===== src/rtl/ocfi_pkg.sv =====
package ocfi_pkg;

  typedef enum logic [1:0] {
    ST_OFF     = 2'd0,
    ST_RUN     = 2'd1,
    ST_HICCUP  = 2'd2,
    ST_LATCHED = 2'd3
  } ctrlState_t;

  typedef enum logic [1:0] {
    RESP_RESTART     = 2'b00,
    RESP_LATCH       = 2'b01,
    RESP_IGNORE      = 2'b10,
    RESP_RESTART_ALT = 2'b11
  } respMode_t;

  // strobes from the control FSM to the datapath
  typedef struct packed {
    logic countEn;    // score this switching cycle
    logic cntClear;   // hold the event count at zero
    logic timerLoad;  // load the restart delay
    logic timerRun;   // restart delay is running
  } dpCtrl_t;

endpackage


===== src/rtl/ocfi_datapath.sv =====
module ocfi_datapath
  import ocfi_pkg::*;
#(
  parameter int TRIP_COUNT = 3,
  parameter int RISE_W     = 16
) (
  input  logic              clk,
  input  logic              rstN,
  input  dpCtrl_t           ctl,
  input  logic              lsOverCurrent,
  input  logic              hsShortCircuit,
  input  logic [RISE_W-1:0] riseTicks,
  output logic              tripNow,
  output logic              timerDone
);

  localparam int CNT_W = $clog2(TRIP_COUNT + 1);
  localparam int TMR_W = RISE_W + 3;
  localparam logic [CNT_W-1:0] LAST_SAFE = CNT_W'(TRIP_COUNT - 1);

  logic [CNT_W-1:0] evCount;
  logic [TMR_W-1:0] holdTimer;
  logic             anyEvent;
  logic [TMR_W-1:0] restartDelay;

  assign anyEvent = lsOverCurrent | hsShortCircuit;

  // seven rise times: 8x minus 1x, no multiplier
  assign restartDelay = (TMR_W'(riseTicks) << 3) - TMR_W'(riseTicks);

  assign tripNow   = ctl.countEn & anyEvent & (evCount == LAST_SAFE);
  assign timerDone = ctl.timerRun & (holdTimer <= TMR_W'(1));

  // saturating up/down event integrator
  always_ff @(posedge clk) begin
    if (!rstN) begin
      evCount <= '0;
    end else if (ctl.cntClear || tripNow) begin
      evCount <= '0;
    end else if (ctl.countEn) begin
      if (anyEvent)
        evCount <= evCount + CNT_W'(1);
      else if (evCount != '0)
        evCount <= evCount - CNT_W'(1);
    end
  end

  // restart delay counter
  always_ff @(posedge clk) begin
    if (!rstN) begin
      holdTimer <= '0;
    end else if (ctl.timerLoad) begin
      holdTimer <= restartDelay;
    end else if (ctl.timerRun && holdTimer > TMR_W'(1)) begin
      holdTimer <= holdTimer - TMR_W'(1);
    end
  end

  a_r3_no_overflow: assert property (@(posedge clk) disable iff (!rstN)
    evCount < CNT_W'(TRIP_COUNT));

  a_r3_clear_on_trip: assert property (@(posedge clk) disable iff (!rstN)
    tripNow |=> evCount == '0);

  a_r2_floor_zero: assert property (@(posedge clk) disable iff (!rstN)
    (ctl.countEn && !anyEvent && evCount == '0) |=> evCount == '0);

  a_r2_step_up: assert property (@(posedge clk) disable iff (!rstN)
    (ctl.countEn && anyEvent && !tripNow && !ctl.cntClear)
      |=> evCount == $past(evCount) + CNT_W'(1));

  a_r4_timer_down: assert property (@(posedge clk) disable iff (!rstN)
    (ctl.timerRun && !ctl.timerLoad && holdTimer > TMR_W'(1))
      |=> holdTimer == $past(holdTimer) - TMR_W'(1));

endmodule


===== src/rtl/ocfi_ctrl.sv =====
module ocfi_ctrl
  import ocfi_pkg::*;
(
  input  logic       clk,
  input  logic       rstN,
  input  logic       enable,
  input  logic       cycleStrobe,
  input  logic [1:0] respMode,
  input  logic       statusClear,
  input  logic       alertMask,
  input  logic       tripNow,
  input  logic       timerDone,
  output dpCtrl_t    ctl,
  output logic       switchEn,
  output logic       faultStatus,
  output logic       alert
);

  ctrlState_t state, stateNext;
  logic isLatch, isIgnore, isRestart;

  assign isLatch   = (respMode == RESP_LATCH);
  assign isIgnore  = (respMode == RESP_IGNORE);
  assign isRestart = !isLatch && !isIgnore;

  always_comb begin
    ctl.countEn   = (state == ST_RUN) & enable & cycleStrobe;
    ctl.cntClear  = (state != ST_RUN);
    ctl.timerLoad = tripNow & isRestart;
    ctl.timerRun  = (state == ST_HICCUP) & enable;
  end

  always_comb begin
    stateNext = state;
    unique case (state)
      ST_OFF:     if (enable) stateNext = ST_RUN;
      ST_RUN: begin
        if (!enable)       stateNext = ST_OFF;
        else if (tripNow) begin
          if (isLatch)       stateNext = ST_LATCHED;
          else if (isIgnore) stateNext = ST_RUN;
          else               stateNext = ST_HICCUP;
        end
      end
      ST_HICCUP: begin
        if (!enable)        stateNext = ST_OFF;
        else if (timerDone) stateNext = ST_RUN;
      end
      ST_LATCHED: if (!enable) stateNext = ST_OFF;
      default:    stateNext = ST_OFF;
    endcase
  end

  always_ff @(posedge clk) begin
    if (!rstN) state <= ST_OFF;
    else       state <= stateNext;
  end

  // sticky status, set wins over clear
  always_ff @(posedge clk) begin
    if (!rstN)            faultStatus <= 1'b0;
    else if (tripNow)     faultStatus <= 1'b1;
    else if (statusClear) faultStatus <= 1'b0;
  end

  assign switchEn = (state == ST_RUN);
  assign alert    = faultStatus & ~alertMask;

  a_r4_restart_stops: assert property (@(posedge clk) disable iff (!rstN)
    (tripNow && isRestart) |=> !switchEn);

  a_r5_latch_holds: assert property (@(posedge clk) disable iff (!rstN)
    (state == ST_LATCHED && enable) |=> state == ST_LATCHED);

  a_r6_ignore_runs: assert property (@(posedge clk) disable iff (!rstN)
    (tripNow && isIgnore && enable) |=> (switchEn && faultStatus));

  a_r7_status_sticky: assert property (@(posedge clk) disable iff (!rstN)
    (faultStatus && !statusClear) |=> faultStatus);

  a_r9_enable_off: assert property (@(posedge clk) disable iff (!rstN)
    !enable |=> !switchEn);

endmodule


===== src/rtl/oc_fault_integrator.sv =====
module oc_fault_integrator
  import ocfi_pkg::*;
#(
  parameter int TRIP_COUNT = 3,
  parameter int RISE_W     = 16
) (
  input  logic              clk,
  input  logic              rstN,
  input  logic              enable,
  input  logic              cycleStrobe,
  input  logic              lsOverCurrent,
  input  logic              hsShortCircuit,
  input  logic [1:0]        respMode,
  input  logic [RISE_W-1:0] riseTicks,
  input  logic              statusClear,
  input  logic              alertMask,
  output logic              switchEn,
  output logic              faultStatus,
  output logic              alert
);

  dpCtrl_t ctl;
  logic    tripNow;
  logic    timerDone;

  ocfi_ctrl u_ctrl (
    .clk         (clk),
    .rstN        (rstN),
    .enable      (enable),
    .cycleStrobe (cycleStrobe),
    .respMode    (respMode),
    .statusClear (statusClear),
    .alertMask   (alertMask),
    .tripNow     (tripNow),
    .timerDone   (timerDone),
    .ctl         (ctl),
    .switchEn    (switchEn),
    .faultStatus (faultStatus),
    .alert       (alert)
  );

  ocfi_datapath #(
    .TRIP_COUNT (TRIP_COUNT),
    .RISE_W     (RISE_W)
  ) u_dp (
    .clk            (clk),
    .rstN           (rstN),
    .ctl            (ctl),
    .lsOverCurrent  (lsOverCurrent),
    .hsShortCircuit (hsShortCircuit),
    .riseTicks      (riseTicks),
    .tripNow        (tripNow),
    .timerDone      (timerDone)
  );

endmodule


===== config.mk =====
export PLATFORM = sky130hd
export DESIGN_NAME = oc_fault_integrator
export DESIGN_NICKNAME = d
export VERILOG_FILES = /design/src/rtl/ocfi_pkg.sv /design/src/rtl/ocfi_datapath.sv /design/src/rtl/ocfi_ctrl.sv /design/src/rtl/oc_fault_integrator.sv
export SDC_FILE = /design/constraint.sdc
export NUM_CORES = 1
export LEC_CHECK = 0
export CORE_MARGIN = 2
export CORE_UTILIZATION = 65
export CTS_CLUSTER_SIZE = 12
export DETAILED_ROUTE_END_ITERATION = 6
export DONT_BUFFER_PORTS = 1
export PLACE_DENSITY = 0.82
export SYNTH_ARGS = -nofsm -noshare
export SYNTH_HDL_FRONTEND = slang
export SYNTH_SLANG_ARGS = --single-unit

===== constraint.sdc =====
create_clock -name clk -period 6.9 [get_ports clk]
set_input_delay 1.38 -clock clk [delete_from_list [all_inputs] [get_ports clk]]
set_output_delay 1.38 -clock clk [all_outputs]
set_load 0.05 [all_outputs]

**After elaboration in Yosys (flattened, before gate mapping)**

Cells that the tools add are included.
W data, S select, Z words.

- Flip-flop bits (word level): 24
- Input port bits: 26
- Logic and storage cells: 60
- Output and inout bits: 3

- Bitwise logic cells: 11
- $lt $le $gt $ge: 2
- $add $sub $neg: 4
- Multiplexer cells: 15
- Equality and inequality tests: 11
- Reductions and logical operators: 13

Operator list:

| cell | count |
|---|---|
| $mux W19 | 2 |
| $mux W2 | 10 |
| $gt A19 B1 Y1 const B | 1 |
| $le A19 B1 Y1 const B | 1 |
| $sub A19 B1 Y19 const B | 1 |
| $sub A19 B16 Y19 | 1 |
| $and A1 B1 Y1 | 8 |
| $eq A2 B2 Y1 const B | 4 |
| $pmux W2 S4 | 1 |
| $reduce_bool A2 Y1 | 4 |
| $eq A2 B1 Y1 const B | 2 |
| $ne A2 B2 Y1 const B | 2 |
| $reduce_and A4 Y1 | 1 |
| $ne A3 B2 Y1 const B | 1 |
| $ne A3 B3 Y1 const B | 1 |
| $add A2 B1 Y2 const B | 1 |
| $logic_and A1 B1 Y1 | 2 |
| $logic_not A1 Y1 | 2 |
| $logic_not A2 Y1 | 1 |
| $mux W1 | 2 |
| $ne A2 B1 Y1 const B | 1 |
| $not A1 Y1 | 2 |
| $reduce_and A2 Y1 | 1 |
| $reduce_or A2 Y1 | 1 |
| 3 further kinds | 3 |

**Longest topological paths before layout**

Gate-level depths: netlist of the first run.

- Depth in word-level cells: 8
- Gate-level depth with buffers: 8
- Depth with buffers taken out: 7

**By module**

A second synthesis of the first run with hierarchy kept.

- Cells, all modules: 301
- Area, all modules: 2,307.2 µm²

By module, submodules not included:

| module | instances | seq. area each (µm²) | cells each | area an instance (µm²) |
|---|---|---|---|---|
| ocfi_datapath | 1 | 420.4 | 281 | 2,127.0 |
| ocfi_ctrl | 1 | 60.1 | 20 | 180.2 |

**Worst setup path after synthesis of the first run**

Ideal clock, no wire load.

- Kind: input to output
- Start: in alertMask
- End: out alert
- Stages on the path: 1
- Path buffers: 0
- Arrival: 2,069 ps
- Slack: 3,451 ps
- Data required time: 5,520 ps
- Cells stage by stage: nor2b_1

- Word-level cells in the longest chain between the ends: 2

RTL lines:

| item | RTL line | text |
|---|---|---|
| from (decl) | oc_fault_integrator.sv:16 | `input logic alertMask,` |
| $not A1 Y1 | ocfi_ctrl.sv:67 | `assign alert = faultStatus & ~alertMask;` |
| $and A1 B1 Y1 | ocfi_ctrl.sv:67 |  |
| to (decl) | oc_fault_integrator.sv:19 | `output logic alert` |

No other way between the ends.

**Worst setup path in the final report of the first run**

Same ends and word-level chain as after synthesis.

==> reports/qor.csv, run 1 <==
metric,value,unit
status,completed,
"top cells by area, synth","dfxtp_1 20%, ha_1 8.9%, a21oi_1 4.0%, xnor2_1 3.7%, nor2_1 3.5%",
most common cell in the netlist,dfxtp_1,
"Buf+Inv Stages, Crit Path",0,
Total Routed Length,5.42,mm
htree depth,1,
routed length per instance,15.8,um
first-pass iteration count of the detailed router,4,
clock-pin slew on the worst setup and hold paths,0.09,ns
Yosys warning total,0,
post-synthesis xor/xnor area fraction,0.0661,
final core occ,0.681,
Antenna Nets Post-Route,0,
Crit Path Class,in2out,
worst hold start,u_dp.holdTimer[8]$_SDFFE_PN0P_,
CTS resizes,0,
row cnt,22,
DR WL met3,367,um
final setup fails,0,
Post-CTS Setup Inserts,0,
Clock Tree Root,clkbuf_8,
CP startpoint kind,input port,
cell family with most CP delay,simple AND/OR/NAND/NOR gates,
Via Count,2286,
setup TNS,0,ns
sequential area share after synthesis,0.201,
Worst VDD drop,80.1,uV
Metal-1 WL,2.55,mm
die width,64.6,um
Initial Util,0.662,
Slew Limit Fails,0,
synthesized area per cell,8.01,um^2
reg2reg start,u_ctrl.state[1]$_SDFFE_PN0P_,
Synth Area in Compound Gates,0.312,
endpoint arrival time on the critical path,2.08,ns
worst r2r path cells,4,
largest family of logic cells by synthesized area,compound AO/OA/AOI/OAI gates,
Post-Synth Adder-Cell Area,0.0891,
CTS tree,yes,
synthesized cell area,2390,um^2
syn_nets,341,
vias per cell,6.66,
Clock Latency Late Sink,0.27,ns
Worst Max-Slew Pin Slew,1.00,ns
gr usage total,0.266,
WP data required,5.52,ns
minimum clock period,3.46,ns
initial detailed-routing violation count,99,
Power Density,144,nW/um^2
WHS Endpoint,u_dp.holdTimer[8]$_SDFFE_PN0P_,
I/O pins,29,
DP HPWL,4.07,mm
CP Cell Sequence,nor2b_1,
Yosys reg bits,24,
PortBufs,0,
top routing layer in use,met4,
layout cells sized above 1,0.0814,
RSZ-0062 raised after global routing,no,
CTS Hold Bufs,0,
Tcrit/Tclk final,0.501,
Die ar.,4170,um^2
Layout area overhead,2.88,%
Rel. slew slack,0.331,
most common library cells after synthesis,"24 x dfxtp_1, 22 x nor2_1, 21 x inv_1",
Fin Hold WS,0.508,ns
antenna violations before repair,0,
Worst path slowest cell,nor2b_1,
reg2reg end,u_dp.holdTimer[13]$_SDFFE_PN0P_,
ant diodes,0,
Synth area leader,dfxtp_1,
Unique masters post-synth,69,
Hold Path Stages,2,
Post-synth ARST share,0,
critical path endpoint category,output port,
Max Cap Violations,0,
gr ovfl total,0,
placeable core region,3610,um^2
"Primary FF master, synth",dfxtp_1,
Final Hold Fails,0,
LEAKAGE,0.979,nW
post-synthesis cell count,298,
vias in the first global route,2039,
largest net degree at the start of global routing,28,
Setup WS pre-CTS,3.44,ns
DRC viols,0,
Setup Skew,0.00194,ns
Worst Slack Setup Final,3.44,ns
routability congestion estimate,0.892,
Post-synth EDFFs,0,
R2R Setup Slk,4.55,ns
post-synthesis mux area share,0.0131,
CP Max Fanout,1,
Synth Area in Simple Gates,0.261,
clk sink count,24,
Die Y,64.6,um
nets@finish,339,
first-pass GRT wire length,8.89,mm
area share of the largest cell type after synthesis,0.201,
WL met2,2.44,mm
cts bufs inserted,3,
clk buf depth,2,
Worst Hold Class,reg2reg,
CP max stage delay,0.70,ns
fmax,289,MHz
power breakdown:
part	internal, mW	switching, mW
combinational	0.0437	0.0649
sequential	0.141	0.00350
clock	0.0511	0.0481
kinds of logic (layout without fill, tap and decap cells):
family,after synthesis,count (layout)
AO/OA/AOI/OAI,100,100
XOR/XNOR,18,18
adder cells (fa/ha/maj),17,17
buffers and inverters,30,27
flip-flops,24,24
multiplexers,3,3
AND/OR/NAND/NOR,106,106
sequential cells by signal (all words and copies together) (netlist names):
register,count
u_ctrl.state,2
u_dp.holdTimer,19
u_ctrl.faultStatus,1
u_dp.evCount,2
how the worst max path moves through the flow:
stage / from / to / slack (ns) / depth (start not counted)
final: alertMask / alert / 3.44 / 1
after CTS: alertMask / alert / 3.44 / 1
after global placement: alertMask / alert / 3.44 / 1
after global routing: alertMask / alert / 3.43 / 1
after floorplan: alertMask / alert / 3.45 / 1
after detailed placement: alertMask / alert / 3.44 / 1
placed cells by master, fill, tap and decap left out, drive strengths merged, types with 3 or more instances in the layout:
| cell type | count |
|---|---|
| nor2 | 22 |
| o21bai | 3 |
| ha | 17 |
| o21ai | 18 |
| a2111oi | 3 |
| o211ai | 5 |
| o31a | 3 |
| xnor2 | 10 |
| inv | 22 |
| dfxtp | 24 |
| nor2b | 3 |
| xor2 | 8 |
| or3 | 11 |
| nor3 | 11 |
| nor4 | 8 |
| and3 | 3 |
| nand2 | 14 |
| o211a | 4 |
| or4 | 8 |
| o31ai | 3 |
| a211oi | 9 |
| a21o | 4 |
| nand3 | 11 |
| o22ai | 3 |
| o21a | 5 |
| a31oi | 3 |
| clkbuf | 4 |
| a21oi | 19 |
routing by layer:
layer  global-route usage  vias up
met1                0.353     1038
met4               0.0745        0
met2                0.458       96
met5                    0        -
li1                     -     1143
met3               0.0243        9
final cells by class:
type                            count  area, um^2
Multi-Input combinational cell    244        1770
Fill cell                         302        1150
Sequential cell                    24         480
Inverter                           22        82.6
Tap cell                           48        60.1
Clock buffer                        4        55.1
Timing Repair Buffer                1        7.51
metrics by stage:
| stage | std cells | instance area, um^2 | total power, mW |
|---|---|---|---|
| 3_5_place_dp | 339 | 2400 | 0.254 |
| 3_3_place_gp | 339 | 2400 | 0.252 |
| 2_1_floorplan | 298 | 2390 | 0.236 |
| 4_1_cts | 343 | 2450 | 0.349 |
| 6_report | 343 | 2450 | 0.352 |
| 5_1_grt | 343 | 2450 | 0.367 |
Power figures use the tool's default switching activity.
==> run 2, diff against run 1 <==
CORE_UTILIZATION = 64   (was 65)
PLACE_DENSITY = 0.81   (was 0.82)
clock period = 3.6 ns   (was 6.9 ns; I/O delays follow)
==> reports/qor.csv, run 2 (same netlist as run 1, synthesis figures left out) <==
metric,value,unit,change
biggest regs,"u_dp.holdTimer x19, u_ctrl.state x2, u_dp.evCount x2",,
I/O pins,29,,unchanged
DP HPWL,4.17,mm,+2.4%
Cells after DPL,339,,unchanged
worst r2r path cells,4,,unchanged
Post-CTS Setup Inserts,0,,unchanged
clk buf depth,2,,unchanged
initial detailed-routing violation count,133,,+34%
R2R Setup Slk,1.24,ns,-3.31 ns
Top reg by flops,u_dp.holdTimer,,
die width,65.1,um,+0.74%
Power Density,275,nW/um^2,+92%
Die ar.,4230,um^2,+1.5%
max reg flops,19,,unchanged
Fin Hold WS,0.496,ns,-0.0120 ns
Clock Tree Root,clkbuf_8,,
CTS resizes,0,,unchanged
first-pass iteration count of the detailed router,4,,unchanged
Rel. slew slack,0.338,,+0.00736
first-pass GRT wire length,9.09,mm,+2.2%
Worst Slack Setup Final,1.12,ns,-2.33 ns
Die Y,65.1,um,+0.74%
Tcrit/Tclk final,0.690,,
WP data required,3.76,ns,-1.76 ns
Total Routed Length,5.44,mm,+0.48%
cts bufs inserted,3,,unchanged
final setup fails,0,,unchanged
WHS Endpoint,u_dp.holdTimer[8]$_SDFFE_PN0P_,,
Antenna Nets Post-Route,0,,unchanged
clock-pin slew on the worst setup and hold paths,0.09,ns,about the same
Initial Util,0.657,,-0.00501
Worst VDD drop,143,uV,+78%
fill count,341,,+13%
routed length per instance,15.9,um,+0.48%
Clock Latency Late Sink,0.28,ns,about the same
status,completed,,
PortBufs,0,,unchanged
Slew Limit Fails,0,,unchanged
LEAKAGE,0.979,nW,unchanged
Worst Max-Slew Pin Slew,0.991,ns,-0.0110 ns
largest net degree at the start of global routing,28,,unchanged
nets@finish,339,,unchanged
DRC viols,0,,unchanged
reg2reg end,u_dp.holdTimer[17]$_SDFFE_PN0P_,,
setup TNS,0,ns,unchanged
Crit Path Class,in2reg,,
vias in the first global route,2071,,+1.6%
routability congestion estimate,0.924,,+3.6%
Via Count,2277,,-0.39%
RSZ-0062 raised after global routing,no,,
htree depth,1,,unchanged
CTS Hold Bufs,0,,unchanged
placeable core region,3630,um^2,+0.76%
layout cells sized above 1,0.0814,,unchanged
clk sink count,24,,unchanged
final core occ,0.676,,-0.00516
antenna violations before repair,0,,unchanged
Max Cap Violations,0,,unchanged
gr usage total,0.269,,+0.00324
"Cell Count, Final, Fillers Out",343,,unchanged
fmax,402,MHz,
critical path endpoint category,register,,
Setup WS pre-CTS,0.815,ns,-2.62 ns
Layout area overhead,2.88,%,unchanged
Worst Hold Class,reg2reg,,
Multi-input gate area,1770,um^2,unchanged
CTS tree,yes,,
Register Area,480,um^2,unchanged
Final Hold Fails,0,,unchanged
Hold Path Stages,2,,unchanged
"commonest non-fill, non-tap cells in the layout","24 x dfxtp_1, 22 x nor2_1, 21 x inv_1",,
ant diodes,0,,unchanged
gr ovfl total,0,,unchanged
row cnt,22,,unchanged
minimum clock period,2.48,ns,
endpoint arrival time on the critical path,2.65,ns,+0.57 ns
vias per cell,6.64,,-0.39%
CP Max Fanout,6,,+5
reg2reg start,u_ctrl.state[1]$_SDFFE_PN0P_,,
Setup Skew,0.00390,ns,+0.00196 ns
worst hold start,u_dp.holdTimer[8]$_SDFFE_PN0P_,,
"commonest non-fill, non-tap cell in the layout",dfxtp_1,,
CP startpoint kind,input port,,
## run 2: per-stage QoR
stage	cell area [um^2]	total power, mW
floorplan	2390	0.453
global route	2450	0.708
global placement	2400	0.483
finish	2450	0.675
CTS	2450	0.671
detailed placement	2400	0.487
## run 2: how the worst max path moves through the flow
stage / startpoint / end
finish: riseTicks[3] / u_dp.holdTimer[15]$_SDFFE_PN0P_
detailed placement: hsShortCircuit / u_dp.holdTimer[7]$_SDFFE_PN0P_
CTS: hsShortCircuit / u_dp.holdTimer[7]$_SDFFE_PN0P_
floorplan: riseTicks[5] / u_dp.holdTimer[18]$_SDFFE_PN0P_
global route: respMode[0] / u_dp.holdTimer[7]$_SDFFE_PN0P_
global placement: respMode[0] / u_dp.holdTimer[7]$_SDFFE_PN0P_
## run 2: metal layers
layer / wire length [um] / GRT usage
met1: 2530 / 0.353
met2: 2610 / 0.470
met3: 268 / 0.0174
met4: 29 / 0.0833
met5: 0 / 0
## run 2: critical path, cell delays in order
cell	delay (ns)
inv_1	0.02
ha_1	0.30
nor4b_1	0.50
o21ai_1	0.15
o21bai_1	0.44
nor4_1	0.15
o32ai_1	0.36
## run 2: report_power, final
part	total (mW)	internal, mW	switching [mW]
clock	0.190	0.0980	0.0923
sequential	0.277	0.270	0.00634
combinational	0.208	0.0839	0.124
total	0.675	0.452	0.223
## run 2: final cells by class
cell class,count,share of cell area
Clock buffer,4,0.0224
Inverter,22,0.0336
Multi-Input combinational cell,244,0.721
Sequential cell,24,0.196
Tap cell,48,0.0245
Timing Repair Buffer,1,0.00306
==> run 3, diff against run 2 <==
ABC_AREA = 1   (was default)
CORE_UTILIZATION = 65   (was 64)
PLACE_DENSITY = 0.82   (was 0.81)
clock period = 2.6 ns   (was 3.6 ns; I/O delays follow)
==> reports/qor.csv, run 3 <==
metric,value,unit,change
sequential area share after synthesis,0.177,,-0.0246
Post-synth EDFFs,0,,unchanged
max reg flops,19,,unchanged
first-pass iteration count of the detailed router,7,,+3
nets@finish,526,,+55%
"Buf+Inv Stages, Crit Path",1,,unchanged
critical path endpoint category,register,,
row cnt,23,,+4.5%
Antenna Nets Post-Route,0,,unchanged
Worst Max-Slew Pin Slew,0.498,ns,-0.493 ns
CP Max Fanout,28,,+22
CTS Hold Bufs,0,,unchanged
syn_nets,525,,+54%
gr usage total,0.303,,+0.0340
final setup fails,0,,unchanged
DR WL met3,433,um,+62%
Metal-1 WL,3.20,mm,+26%
Post-synth ARST share,0,,unchanged
layout cells sized above 1,0.0436,,-0.0378
RSZ-0062 raised after global routing,no,,
synthesized area per cell,5.64,um^2,-30%
clk sink count,24,,unchanged
fmax,542,MHz,
Top reg by flops,u_dp.holdTimer,,
Yosys warning total,0,,unchanged
WL met2,2.90,mm,+11%
status,completed,,
I/O pins,29,,unchanged
Tcrit/Tclk final,0.709,,
area share of the largest cell type after synthesis,0.188,,-0.0135
PortBufs,0,,unchanged
WP data required,2.81,ns,-0.95 ns
Clock Tree Root,clkbuf_8,,
Final Hold Fails,0,,unchanged
Setup Skew,0.00429,ns,+0.000383 ns
Post-CTS Setup Inserts,0,,unchanged
most common library cells after synthesis,"136 x nand2_1, 75 x inv_1, 70 x nor2_1",,
clock-pin slew on the worst setup and hold paths,0.08,ns,about the same
Via Count,2956,,+30%
placeable core region,4000,um^2,+10%
worst hold start,rstN,,
Hold Path Stages,2,,unchanged
Rel. slew slack,0.668,,+0.330
Die ar.,4710,um^2,+11%
cell family with most CP delay,simple AND/OR/NAND/NOR gates,,
reg2reg start,u_dp.holdTimer[6]$_SDFFE_PN0P_,,
WHS Endpoint,u_dp.holdTimer[5]$_SDFFE_PN0P_,,
Total Routed Length,6.75,mm,+24%
synthesized cell area,2720,um^2,+14%
clk buf depth,2,,unchanged
CP Cell Sequence,"nor2_1, nand2_1, nor2_1, nand3_1, nand3_2, nand2_4, inv_1, nand2_1, a21oi_1",,
vias in the first global route,2496,,+21%
"top cells by area, synth","nand2_1 19%, dfxtp_1 18%, inv_1 10%, nor2_1 9.7%, nand3_1 8.8%",,
minimum clock period,1.84,ns,
Power Density,318,nW/um^2,+16%
"commonest non-fill, non-tap cell in the layout",nand2_1,,
endpoint arrival time on the critical path,2.06,ns,-0.59 ns
DRC viols,0,,unchanged
Worst Hold Class,in2reg,,
Clock Latency Late Sink,0.27,ns,about the same
Slew Limit Fails,0,,unchanged
ant diodes,0,,unchanged
biggest regs,"u_dp.holdTimer x19, u_ctrl.state x2, u_dp.evCount x2",,
htree depth,1,,unchanged
die width,68.7,um,+5.5%
most common cell in the netlist,nand2_1,,
antenna violations before repair,0,,unchanged
Cells after DPL,528,,+56%
Die Y,68.7,um,+5.5%
"commonest non-fill, non-tap cells in the layout","136 x nand2_1, 75 x inv_1, 70 x nor2_1",,
Initial Util,0.679,,+0.0227
LEAKAGE,1.56,nW,+60%
post-synthesis cell count,482,,+62%
CP startpoint kind,register,,
Crit Path Class,reg2reg,,
cts bufs inserted,3,,unchanged
vias per cell,5.56,,-16%
DP HPWL,5.29,mm,+27%
routability congestion estimate,0.958,,+3.6%
CP max stage delay,0.36,ns,-0.14 ns
Max Cap Violations,0,,unchanged
"Cell Count, Final, Fillers Out",532,,+55%
Yosys reg bits,24,,unchanged
Synth area leader,nand2_1,,
first-pass GRT wire length,10.8,mm,+19%
gr ovfl total,0,,unchanged
"Primary FF master, synth",dfxtp_1,,
reg2reg end,u_dp.holdTimer[8]$_SDFFE_PN0P_,,
Layout area overhead,3.27,%,
Pwr Total,0.893,mW,+32%
final core occ,0.702,,+0.0260
worst r2r path cells,9,,+5
routed length per instance,12.7,um,-20%
R2R Setup Slk,0.76,ns,-0.48 ns
Worst VDD drop,187,uV,+31%
Worst path slowest cell,dfxtp_1,,
CTS tree,yes,,
setup TNS,0,ns,unchanged
CTS resizes,0,,unchanged
Unique masters post-synth,32,,-54%
initial detailed-routing violation count,233,,+75%
top routing layer in use,met4,,
largest net degree at the start of global routing,29,,+3.6%
==> run 3: power breakdown <==
group | internal, mW | switching [mW] | total, mW
clock | 0.136 | 0.122 | 0.258
sequential | 0.370 | 0.00442 | 0.375
combinational | 0.0918 | 0.169 | 0.261
==> run 3: kinds of logic after synthesis <==
logic type | count (synthesis) | share of synthesized area
adder cells (fa/ha/maj) | 17 | 0.0783
AND/OR/NAND/NOR | 283 | 0.454
XOR/XNOR | 15 | 0.0483
flip-flops | 24 | 0.177
buffers and inverters | 84 | 0.126
AO/OA/AOI/OAI | 59 | 0.116
==> run 3: metrics by stage <==
step	setup WS, ns	hold slack (ns)	area [um^2]
6_report	0.756	0.360	2810
4_1_cts	0.740	0.352	2810
2_1_floorplan	0.688	0.468	2720
5_1_grt	0.504	0.357	2810
3_3_place_gp	0.618	0.492	2750
3_5_place_dp	0.600	0.498	2750
==> run 3: worst max-delay path by stage <==
| stage | startpoint | end | slack (ns) | depth (start not counted) |
|---|---|---|---|---|
| global route | u_dp.holdTimer[11]$_SDFFE_PN0P_ | u_dp.holdTimer[8]$_SDFFE_PN0P_ | 0.50 | 9 |
| detailed placement | riseTicks[6] | u_dp.holdTimer[11]$_SDFFE_PN0P_ | 0.60 | 11 |
| floorplan | riseTicks[6] | u_dp.holdTimer[11]$_SDFFE_PN0P_ | 0.69 | 11 |
| global placement | riseTicks[6] | u_dp.holdTimer[11]$_SDFFE_PN0P_ | 0.62 | 11 |
| finish | u_dp.holdTimer[6]$_SDFFE_PN0P_ | u_dp.holdTimer[8]$_SDFFE_PN0P_ | 0.76 | 9 |
| CTS | u_ctrl.faultStatus$_SDFFE_PN0P_ | alert | 0.74 | 3 |
==> run 3: layer usage <==
metal | vias up | global-route usage
met2 | 129 | 0.477
li1 | 1527 | -
met3 | 21 | 0.0341
met4 | 0 | 0.115
met1 | 1279 | 0.421
met5 | - | 0
==> run 3: layout make-up <==
class                      count  area [um^2]
fill                         382         1190
inverter                      77          290
clock buffer                   4         55.1
timing repair buffer           3         22.5
sequential                    24          480
multi-input combinational    374         1900
tap                           50         62.6
